### src/rtl/warmup_pkg.sv
package warmup_pkg;
  typedef enum logic [1:0] {
    PH_WARM   = 2'd0,
    PH_SETTLE = 2'd1,
    PH_RUN    = 2'd2
  } phase_e;
endpackage

### src/rtl/field_edge.sv
module field_edge (
  input  logic clk_i,
  input  logic rst_ni,
  input  logic vblank_i,
  output logic field_end_o
);
  logic vb_q;

  always_ff @(posedge clk_i or negedge rst_ni) begin
    if (!rst_ni) vb_q <= 1'b0;
    else         vb_q <= vblank_i;
  end

  // end of blanking = measurement period closes
  assign field_end_o = vb_q & ~vblank_i;
endmodule

### src/rtl/consec_cnt.sv
module consec_cnt #(
  parameter int LIMIT = 2
) (
  input  logic clk_i,
  input  logic rst_ni,
  input  logic step_i,
  input  logic hit_i,
  output logic done_o
);
  localparam int CW = $clog2(LIMIT + 1);
  localparam logic [CW-1:0] LAST = CW'(LIMIT - 1);
  localparam logic [CW-1:0] TOP  = CW'(LIMIT);

  logic [CW-1:0] cnt_q;

  always_ff @(posedge clk_i or negedge rst_ni) begin
    if (!rst_ni) begin
      cnt_q <= '0;
    end else if (step_i) begin
      if (!hit_i)          cnt_q <= '0;
      else if (cnt_q != TOP) cnt_q <= cnt_q + 1'b1;
    end
  end

  assign done_o = step_i & hit_i & (cnt_q == LAST);
endmodule

### src/rtl/warmup_seq.sv
module warmup_seq
  import warmup_pkg::*;
#(
  parameter int HIT_COUNT     = 2,
  parameter int STABLE_FIELDS = 4,
  parameter int CH            = 3
) (
  input  logic          clk_i,
  input  logic          rst_ni,
  input  logic          vblank_i,
  input  logic          line_i,
  input  logic          thr_i,
  input  logic [CH-1:0] in_band_i,
  output logic          blank_o,
  output logic          monitor_o,
  output logic          cutoff_en_o
);
  phase_e state_q, state_d;
  logic   field_end;
  logic   hit_done, stab_done;
  logic   all_in_band;

  field_edge u_edge (
    .clk_i      (clk_i),
    .rst_ni     (rst_ni),
    .vblank_i   (vblank_i),
    .field_end_o(field_end)
  );

  assign all_in_band = &in_band_i;

  consec_cnt #(.LIMIT(HIT_COUNT)) u_hit (
    .clk_i (clk_i),
    .rst_ni(rst_ni),
    .step_i(field_end && state_q == PH_WARM),
    .hit_i (thr_i),
    .done_o(hit_done)
  );

  consec_cnt #(.LIMIT(STABLE_FIELDS)) u_stab (
    .clk_i (clk_i),
    .rst_ni(rst_ni),
    .step_i(field_end && state_q == PH_SETTLE),
    .hit_i (all_in_band),
    .done_o(stab_done)
  );

  always_comb begin
    state_d = state_q;
    case (state_q)
      PH_WARM:   if (hit_done)  state_d = PH_SETTLE;
      PH_SETTLE: if (stab_done) state_d = PH_RUN;
      PH_RUN:    state_d = PH_RUN;
      default:   state_d = PH_WARM;
    endcase
  end

  always_ff @(posedge clk_i or negedge rst_ni) begin
    if (!rst_ni) state_q <= PH_WARM;
    else         state_q <= state_d;
  end

  assign blank_o     = line_i & (state_q != PH_RUN);
  assign monitor_o   = vblank_i & (state_q == PH_WARM);
  assign cutoff_en_o = (state_q != PH_WARM);
endmodule

### config.mk
export PLATFORM = sky130hd
export DESIGN_NAME = warmup_seq
export DESIGN_NICKNAME = d
export VERILOG_FILES = /design/src/rtl/warmup_pkg.sv /design/src/rtl/field_edge.sv /design/src/rtl/consec_cnt.sv /design/src/rtl/warmup_seq.sv
export SDC_FILE = /design/constraint.sdc
export NUM_CORES = 1
export LEC_CHECK = 0
export ABC_AREA = 1
export ABC_CLOCK_PERIOD_IN_PS = 1500
export BUFFER_PORTS_ARGS = -buffer_cell sky130_fd_sc_hd__buf_2
export CAP_MARGIN = 40
export CORE_AREA = 3 3 40 42
export CTS_CLUSTER_DIAMETER = 120
export DETAILED_ROUTE_END_ITERATION = 10
export DIE_AREA = 0 0 43 45
export GPL_TIMING_DRIVEN = 0
export HOLD_SLACK_MARGIN = 0.15
export SKIP_LAST_GASP = 1
export SLEW_MARGIN = 5
export SYNTH_ARGS = -nofsm -noshare
export SYNTH_HDL_FRONTEND = slang
export SYNTH_SLANG_ARGS = --single-unit
### constraint.sdc
create_clock -name clk_i -period 1.5 [get_ports clk_i]
set_input_delay 0.3 -clock clk_i [delete_from_list [all_inputs] [get_ports clk_i]]
set_output_delay 0.3 -clock clk_i [all_outputs]
set_load 0.02 [all_outputs]
==> results.cfg, run 1 <==
[critical_path]
endpoint_kind = output pin
crit_arrival_ns = 1.15
rr_endpoint = u_stab.cnt_q[0]
path_cells = inv_2 > ha_1 > nor2_1 > buf_2
required_ns = 1.20
worstReg2RegStart = state_q[1]
regToRegSetupSlack_ns = 0.22
r2r_cells = 8
crit_family = flip-flops
critPathLaunchType = flip-flop
cpPeakStageDelay_ns = 0.38
crit_type = reg -> out
cp_num_buf_inv = 2
critPathMaxFanout = 3
worst_path_max_delay_cell = dfrtp_1

[worst_hold_path]
hold_path_class = in -> reg
hold_depth = 1
whs_endpoint = u_edge.vb_q
worstHoldStart = vblank_i

[placement]
place_congestion = 0.7835
portBuffers = 10
dp_slack_ns = 0.2105
dp_cells = 89
post-dp-hpwl_um = 714.6

[timing]
setup_viol = 0
hold_viol_final = 0
holdWs_ns = 0.1987
finalSetupTns_ns = 0
fin_crit_sh_pct = 96.57
relSlewSlack_pct = 83.76
skew_ns = 0.002145
period_needed_ns = 1.448
tightest_slew_ns = 0.2436
setup_ws_ns = 0.05151
slew_violations = 0
max_freq_mhz = 690.4

[routing]
drt-pass1-iter-count = 2
drtIter0Drc = 1
ant_nets = 0
wl_per_cell_um = 8.969
avgViaCountPerCell = 4.677
vias = 449
wl_um = 861
drc_errors = 0

[logic_synthesis]
syn_avg_cell_area_um2 = 8.348
synth_commonest_cells = nand2_1 (16), inv_1 (11), ha_1 (9)
synth_nets = 81
yosys.area.top_type_share_pct = 37.47
synthAdderAreaFrac_pct = 21.08
ys_top_cells_by_area = dfrtp_1 (37%), ha_1 (21%), nand2_1 (11%)
ys_seq_area_share_pct = 37.47
synth-xor-area-share_pct = 0
synth_edf_count = 0
netlist_area_um2 = 534.3
synth_flop_cell = dfrtp_1
synth.mux.area_fraction_pct = 0
synth_top_cell_by_area = dfrtp_1
postSynthCellCount = 64
synth_most_common_cell = nand2_1
async_flop_share_pct = 100.0
synth_compound_area_share_pct = 11.24
synth_top_family_by_area = simple AND/OR/NAND/NOR gates
ys_ff_latch = 8
yosysWarnings = 0
synth.distinct_cells = 14
synthSimpleGateAreaFrac_pct = 21.08

[cells_and_area]
diodes = 0
multi_input_comb_area_um2 = 297.8
instances_no_fill = 96
drive_gt1_share_pct = 33.33
layout.nets = 100
layout-area-overhead-vs-synth_pct = 25.53
fill_cells = 135
seq_area_um2 = 200.2

[status]
status = completed

[global_route]
antenna_found_initial = 0
overflow = 0
grt_use_total_pct = 11.01
grt_pass1_wl_um = 1559
grt_max_degree = 9
grt_pass1_vias = 407

[clocking]
cts_made_buffers = 3
clk_latency_ns = 0.25
cts_sinks = 8
cts_tree = yes
htree_levels = 1
ctsLongestPathBuffers = 2
root_buffer = clkbuf_4
clk_pin_slew_ns = 0.05

[pwr]
p_leak_nw = 0.3446
power.total_mw = 1.058
powerDensity_mw_per_mm2 = 1577
ir_worst_vdd_mv = 0.5233

[floorplanning]
io_pins = 11
initial_core_util_pct = 41.58
die_width_um = 43
core_mm2 = 0.001285
fp.dieH_um = 45
rows = 13
die_area_mm2 = 0.001935

[job]
maxCapViolations = 0
-- metal layers --
layer  global-route usage, %  share of wire, %  vias up
met3                   2.390               6.5        2
met4                   9.036               1.7        0
met5                       0                 0        -
li1                        -                 -      238
met1                   13.12                48      197
met2                   17.07                43       12
-- area by class of cell --
type | count | area share (%)
multi-input combinational | 43 | 44.40
sequential | 8 | 29.85
timing repair buffer | 14 | 12.31
inverter | 13 | 7.276
clock buffer | 3 | 3.358
tap | 15 | 2.799
-- stage by stage --
stage	util (%)	cell area [µm²]
4_1_cts	51.02	655.6
2_1_floorplan	-	534.3
3_3_place_gp	46.93	603.1
3_5_place_dp	46.93	603.1
6_report	52.19	670.6
5_1_grt	52.19	670.6
-- where the power goes --
part / switching (mW) / internal, mW / leakage (nW)
Sequential: 0.0603 / 0.284 / 0.104
Combinational: 0.306 / 0.250 / 0.227
Clock: 0.0671 / 0.0911 / 0.0138
-- registers in the layout (all words and copies together), names as in the netlist --
register / flops
state_q: 2
u_edge.vb_q: 1
u_hit.cnt_q: 2
u_stab.cnt_q: 3
-- cell families (layout without fill, tap and decap cells) --
logic type               count (synthesis)  in the layout
AND/OR/NAND/NOR                         25             25
buffers and inverters                   13             30
adder cells (fa/ha/maj)                  9              9
AO/OA/AOI/OAI                            9              9
flip-flops                               8              8
-- timing repair --
item,CTS,global route
hold buffers,1,0
gates resized for setup,3,1
endpoints found under the setup margin,1,2
pin swaps,1,0
endpoints found under the hold margin,8,0
buffers inserted,1,2
-- placed cells by master (no fill, tap or decap) --
cell type	netlist	layout
nand4_1	1	1
o21ai_2	3	3
ha_1	9	8
dlygate4sd3_1	0	1
nor2_2	1	1
or2_1	1	1
o21ai_1	5	5
inv_1	11	9
nand2_1	16	16
nand3_2	1	1
nand3_1	4	4
buf_2	0	10
inv_2	2	4
dfrtp_1	8	8
ha_4	0	1
clkbuf_4	0	3
a21oi_2	1	1
nor2_1	1	1
buf_4	0	3
-- worst reg2reg max path, stage by stage, from the launching register on --
cell     delay (ns)
dfrtp_1        0.40
inv_2          0.09
buf_4          0.12
ha_1           0.16
inv_1          0.06
nor2_2         0.11
o21ai_2        0.10
nand2_1        0.07
o21ai_1        0.06
-- worst max path at each step --
stage	start	to	slack [ns]	cells after the start
floorplan	u_stab.cnt_q[0]	u_stab.cnt_q[2]	0.28	4
global placement	u_stab.cnt_q[0]	u_stab.cnt_q[2]	0.23	4
detailed placement	state_q[0]	monitor_o	0.21	5
CTS	state_q[0]	monitor_o	0.009	5
global route	state_q[1]	monitor_o	-0.003	5
finish	state_q[0]	blank_o	0.05	4
Note: power is estimated with default switching activity, not from simulation.
==> inputs of run 2 (changes only) <==
--- a/config.mk
+++ b/config.mk
@@ -5,7 +5,6 @@
 export SDC_FILE = /design/constraint.sdc
 export NUM_CORES = 1
 export LEC_CHECK = 0
-export ABC_AREA = 1
 export ABC_CLOCK_PERIOD_IN_PS = 1500
 export BUFFER_PORTS_ARGS = -buffer_cell sky130_fd_sc_hd__buf_2
 export CAP_MARGIN = 40
@@ -15,6 +14,7 @@
 export DIE_AREA = 0 0 43 45
 export GPL_TIMING_DRIVEN = 0
 export HOLD_SLACK_MARGIN = 0.15
+export PLACE_DENSITY = 0.65
 export SKIP_LAST_GASP = 1
 export SLEW_MARGIN = 5
 export SYNTH_ARGS = -nofsm -noshare
==> results.cfg, run 2 <==
[status]
status = completed

[critical_path]
endpoint_kind = output pin
startpoint = state_q[0]
crit_arrival_ns = 1.18
crit_family = flip-flops
regToRegSetupSlack_ns = 0.04
crit_type = reg -> out
rr_endpoint = u_stab.cnt_q[0]
worstReg2RegStart = state_q[1]
cp.depth = 4
cp_num_buf_inv = 2
cpPeakStageDelay_ns = 0.40
critPathLaunchType = flip-flop
required_ns = 1.20
worst_path_max_delay_cell = dfrtp_1
path_cells = inv_2 > ha_4 > and2_4 > buf_6
r2r_cells = 6
critPathMaxFanout = 4
worstSetupEndpoint = monitor_o

[routing]
ant_nets = 0
wl_per_cell_um = 12.98
wl_met1_um = 557
drt-pass1-iter-count = 4
wl_met2_um = 620
drtIter0Drc = 5
wl_met3_um = 56
topRoutingLayerUsed = met4
wl_um = 1246
drc_errors = 0
vias = 532
avgViaCountPerCell = 5.542

[timing]
setup_viol = 0
fin_crit_sh_pct = 98.62
hold_viol_final = 0
max_freq_mhz = 676.0
slew_violations = 0
tightest_slew_ns = 0.2405
skew_ns = 0.007421
relSlewSlack_pct = 83.92
grt_setup_unrepaired = yes
period_needed_ns = 1.479

[logic_synthesis]
synth_top_family_by_area = simple AND/OR/NAND/NOR gates
synth_most_common_cell = ha_1
ys_ff_latch = 8
synthAdderAreaFrac_pct = 19.40
netlist_area_um2 = 580.6
synth_commonest_cells = ha_1 (9), dfrtp_1 (8), inv_1 (8)
synthSimpleGateAreaFrac_pct = 20.91
ys_top_cells_by_area = dfrtp_1 (34%), ha_1 (19%), inv_1 (5.2%)
ys_seq_area_share_pct = 34.48
yosysWarnings = 0
synth_nets = 76
synth_flop_cell = dfrtp_1
synth.mux.area_fraction_pct = 0
synth_top_cell_by_area = dfrtp_1
synth.distinct_cells = 25
synth-xor-area-share_pct = 0
async_flop_share_pct = 100.0
syn_avg_cell_area_um2 = 9.840
yosys.area.top_type_share_pct = 34.48
postSynthCellCount = 59
synth_compound_area_share_pct = 20.04
synth_edf_count = 0

[clocking]
ctsLongestPathBuffers = 2
cts_sinks = 8
cts_made_buffers = 3
clk_latency_ns = 0.25
htree_levels = 1
clk_pin_slew_ns = 0.06
cts_tree = yes
root_buffer = clkbuf_4

[floorplanning]
core_mm2 = 0.001285
initial_core_util_pct = 45.18
rows = 13
io_pins = 11
die_area_mm2 = 0.001935
fp.dieH_um = 45
die_width_um = 43

[job]
maxCapViolations = 0

[cells_and_area]
multi_input_comb_area_um2 = 379.1
instances_no_fill = 96
top_register = u_stab.cnt_q
fill_cells = 114
layout-area-overhead-vs-synth_pct = 34.91
diodes = 0
largest_reg_flops = 3
fin_area_um2 = 783.3
layout.nets = 100
layout_common_cells = buf_2 (8), buf_4 (8), dfrtp_1 (8)
largestRegisters = u_stab.cnt_q: 3 flops, state_q: 2 flops, u_hit.cnt_q: 2 flops
seq_area_um2 = 200.2
drive_gt1_share_pct = 38.27

[pwr]
p_leak_nw = 0.3597
ir_worst_vdd_mv = 0.7965
powerDensity_mw_per_mm2 = 1746

[placement]
place_congestion = 0.6945
placedInstanceArea_um2 = 649.4
portBuffers = 10
post-dp-hpwl_um = 907.5
dp_cells = 84

[worst_hold_path]
hold_path_class = in -> reg

[global_route]
grt_pass1_wl_um = 2042
grt_pass1_vias = 475
grt_max_degree = 9
antenna_found_initial = 0
grt_use_total_pct = 14.72
overflow = 0
## run 2: changes by cell type in the layout (fill, tap and decap cells not counted), moves of 3 or more
cell / before / now
o21ai_2: 3 / 0
o211ai_1: 0 / 4
buf_4: 3 / 8
inv_1: 9 / 6
nand2_1: 16 / 2
o21ai_1: 5 / 1
o21ai_0: 0 / 3
## run 2: worst reg2reg max path, cell delays in order, from the launching register on
cell and delay [ns]:
dfrtp_1 0.41, inv_2 0.10, buf_4 0.11, ha_2 0.20, and3b_2 0.23, o21ai_1 0.07
a32o_1 0.20
## run 2: where the power goes
part | total [mW] | internal (mW) | leakage, nW | switching (mW)
clock network | 0.162 | 0.0913 | 0.0138 | 0.0702
registers | 0.380 | 0.303 | 0.103 | 0.0770
logic | 0.827 | 0.425 | 0.243 | 0.402
total | 1.37 | 0.819 | 0.360 | 0.549
## run 2: final cells by class
type                            count  share of cell area (%)
Clock buffer                        3                   2.875
Timing Repair Buffer               19                   16.93
Multi-Input combinational cell     43                   48.40
Tap cell                           15                   2.396
Sequential cell                     8                   25.56
Inverter                            8                   3.834
## run 2: repair_timing
action / 4_1_cts / 5_1_grt
pin swaps: 1 / 1
setup buffers: 7 / 1
endpoints found under the hold margin: 8 / 0
gates resized for setup: 8 / 4
hold buffers: 1 / 0
setup endpoints to repair: 3 / 5
## run 2: worst min path at each step
| stage | from | cells past startpoint | slack (ns) | endpoint |
|---|---|---|---|---|
| final | vblank_i | 1 | 0.24 | u_edge.vb_q |
| after global placement | rst_ni | 1 | 0.15 | state_q[0] |
| after global routing | vblank_i | 1 | 0.23 | u_edge.vb_q |
| after floorplan | rst_ni | 0 | 0.004 | state_q[0] |
| after CTS | vblank_i | 1 | 0.23 | u_edge.vb_q |
| after detailed placement | rst_ni | 1 | 0.15 | u_stab.cnt_q[1] |
## run 2: metrics by stage
stage / util, % / hold WS [ns] / TNS (ns) / power [mW] / setup WS, ns
final: 60.95 / 0.2403 / 0 / 1.368 / 0.02077
after global routing: 60.95 / 0.2335 / -0.08217 / 1.499 / -0.03077
after CTS: 59.01 / 0.2265 / -0.006613 / 1.316 / -0.006613
after detailed placement: 50.54 / 0.1482 / 0 / 0.9472 / 0.07045
after global placement: 50.54 / 0.1501 / 0 / 0.9159 / 0.08788
after floorplan: - / 0.004409 / 0 / 0.7843 / 0.2373
## run 2: layer usage
metal  global-route usage [%]  up-vias
met2                    23.65        8
met3                    5.976        2
met1                    18.61      255
met4                    3.614        0
li1                         -      267
met5                        0        -
## run 2: logic make-up after synthesis
logic type,count (synthesis)
AOI/OAI and AO/OA,17
and+or+nand+nor,17
DFF,8
buffers and inverters,8
adders and majority gates,9
==> inputs of run 3 (changes only) <==
--- a/config.mk
+++ b/config.mk
@@ -9,7 +9,7 @@
 export BUFFER_PORTS_ARGS = -buffer_cell sky130_fd_sc_hd__buf_2
 export CAP_MARGIN = 40
 export CORE_AREA = 3 3 40 42
-export CTS_CLUSTER_DIAMETER = 120
+export CTS_CLUSTER_DIAMETER = 40
 export DETAILED_ROUTE_END_ITERATION = 10
 export DIE_AREA = 0 0 43 45
 export GPL_TIMING_DRIVEN = 0
==> constraint.sdc (replaced) <==
create_clock -name clk_i -period 1.5 [get_ports clk_i]
set_input_delay 0.15 -clock clk_i [delete_from_list [all_inputs] [get_ports clk_i]]
set_output_delay 0.15 -clock clk_i [all_outputs]
set_load 0.02 [all_outputs]
==> results.cfg, run 3 (synthesis results as in run 2) <==
[status]
status = completed

[critical_path]
cp_num_buf_inv = 2
worstReg2RegStart = state_q[1]
rr_endpoint = u_stab.cnt_q[0]
endpoint_kind = output pin
crit_arrival_ns = 1.26
path_cells = inv_2 > ha_4 > and2_2 > buf_2
worst_path_max_delay_cell = dfrtp_1
cpPeakStageDelay_ns = 0.42
worstSetupEndpoint = monitor_o
r2r_cells = 5
startpoint = state_q[1]
crit_type = reg -> out
crit_family = flip-flops
regToRegSetupSlack_ns = 0.11
critPathLaunchType = flip-flop
cp.depth = 4
required_ns = 1.35
critPathMaxFanout = 7

[global_route]
overflow = 0
grt_pass1_wl_um = 1938
antenna_found_initial = 0
grt_pass1_vias = 445
grt_use_total_pct = 13.96
grt_max_degree = 9

[floorplanning]
io_pins = 11
initial_core_util_pct = 45.18
die_width_um = 43
die_area_mm2 = 0.001935
rows = 13
fp.dieH_um = 45
core_mm2 = 0.001285

[clocking]
clk_pin_slew_ns = 0.05
cts_tree = yes
cts_sinks = 8
cts_made_buffers = 3
root_buffer = clkbuf_4
postCtsSetupBuffers = 0
clk_latency_ns = 0.25
ctsLongestPathBuffers = 2
htree_levels = 1

[timing]
relSlewSlack_pct = 84.02
hold_viol_final = 0
fin_crit_sh_pct = 93.70
period_needed_ns = 1.405
setup_viol = 0
skew_ns = 0.005946
tightest_slew_ns = 0.2389
max_freq_mhz = 711.5
slew_violations = 0
grt_setup_unrepaired = no
finalSetupTns_ns = 0

[cells_and_area]
largestRegisters = u_stab.cnt_q: 3 flops, state_q: 2 flops, u_hit.cnt_q: 2 flops
layout.nets = 93
final_common_cell = buf_2
layout-area-overhead-vs-synth_pct = 21.77
layout_common_cells = buf_2 (10), dfrtp_1 (8), ha_1 (7)
fill_cells = 121
largest_reg_flops = 3
top_register = u_stab.cnt_q
drive_gt1_share_pct = 29.73
instances_no_fill = 89
diodes = 0

[pwr]
powerDensity_mw_per_mm2 = 1624
p_leak_nw = 0.3210
ir_worst_vdd_mv = 0.7086

[worst_hold_path]
hold_depth = 3
worstHoldStart = thr_i
hold_path_class = in -> reg

[job]
maxCapViolations = 0

[placement]
place_congestion = 0.6945
dp_cells = 84
portBuffers = 10
post-dp-hpwl_um = 907.5

[routing]
ant_nets = 0
wl_per_cell_um = 12.61
drt-pass1-iter-count = 2
drtIter0Drc = 4
vias = 491
wl_um = 1122
avgViaCountPerCell = 5.517
drc_errors = 0
==> run 3: area by class of cell <==
type	count	area [µm²]	share of cell area (%)
timing repair buffer	12	70.07	9.912
sequential	8	200.2	28.32
inverter	8	30.03	4.248
clock buffer	3	22.52	3.186
tap	15	18.77	2.655
multi-input combinational	43	365.4	51.68
==> run 3: timing repair <==
action,CTS,global route
hold buffers,2,0
setup endpoints to repair,1,4
hold endpoints to repair,9,0
gates cloned,0,0
resized for setup,2,3
==> run 3: worst min-delay path by stage <==
stage | slack (ns) | endpoint
6_report | 0.25 | u_hit.cnt_q[1]
5_1_grt | 0.27 | state_q[1]
4_1_cts | 0.24 | u_hit.cnt_q[1]
3_5_place_dp | -0.002 | u_stab.cnt_q[1]
3_3_place_gp | 0.0001 | state_q[0]
2_1_floorplan | -0.15 | state_q[0]
==> run 3: through the flow <==
| step | hold slack [ns] | utilization (%) | power, mW | cell area, µm² | setup WS (ns) |
|---|---|---|---|---|---|
| after detailed placement | -0.001845 | 50.54 | 0.9472 | 649.4 | 0.08311 |
| after global placement | 0.0001104 | 50.54 | 0.9159 | 649.4 | 0.1095 |
| after global routing | 0.2677 | 55.01 | 1.286 | 706.9 | 0.01849 |
| final | 0.2457 | 55.01 | 1.148 | 706.9 | 0.09451 |
| after CTS | 0.2420 | 54.82 | 1.154 | 704.4 | 0.02378 |
| after floorplan | -0.1456 | - | 0.7843 | 580.6 | 0.2373 |
==> run 3: metal layers <==
layer	GRT usage, %	vias up	share of wire (%)
li1	-	253	-
met1	18.11	228	47
met2	21.56	8	47
met3	5.976	2	4.9
met4	3.614	0	0.98
met5	0	-	0
==> run 3: worst min-delay path, stage by stage <==
cell	delay, ns
buf_2	0.12
nand4b_1	0.11
o2bb2ai_1	0.07
==> run 3: power breakdown <==
group | internal, mW | leakage, nW | switching [mW]
Sequential | 0.302 | 0.103 | 0.0885
Combinational | 0.268 | 0.204 | 0.330
Clock | 0.0912 | 0.0138 | 0.0685
Total | 0.661 | 0.321 | 0.487
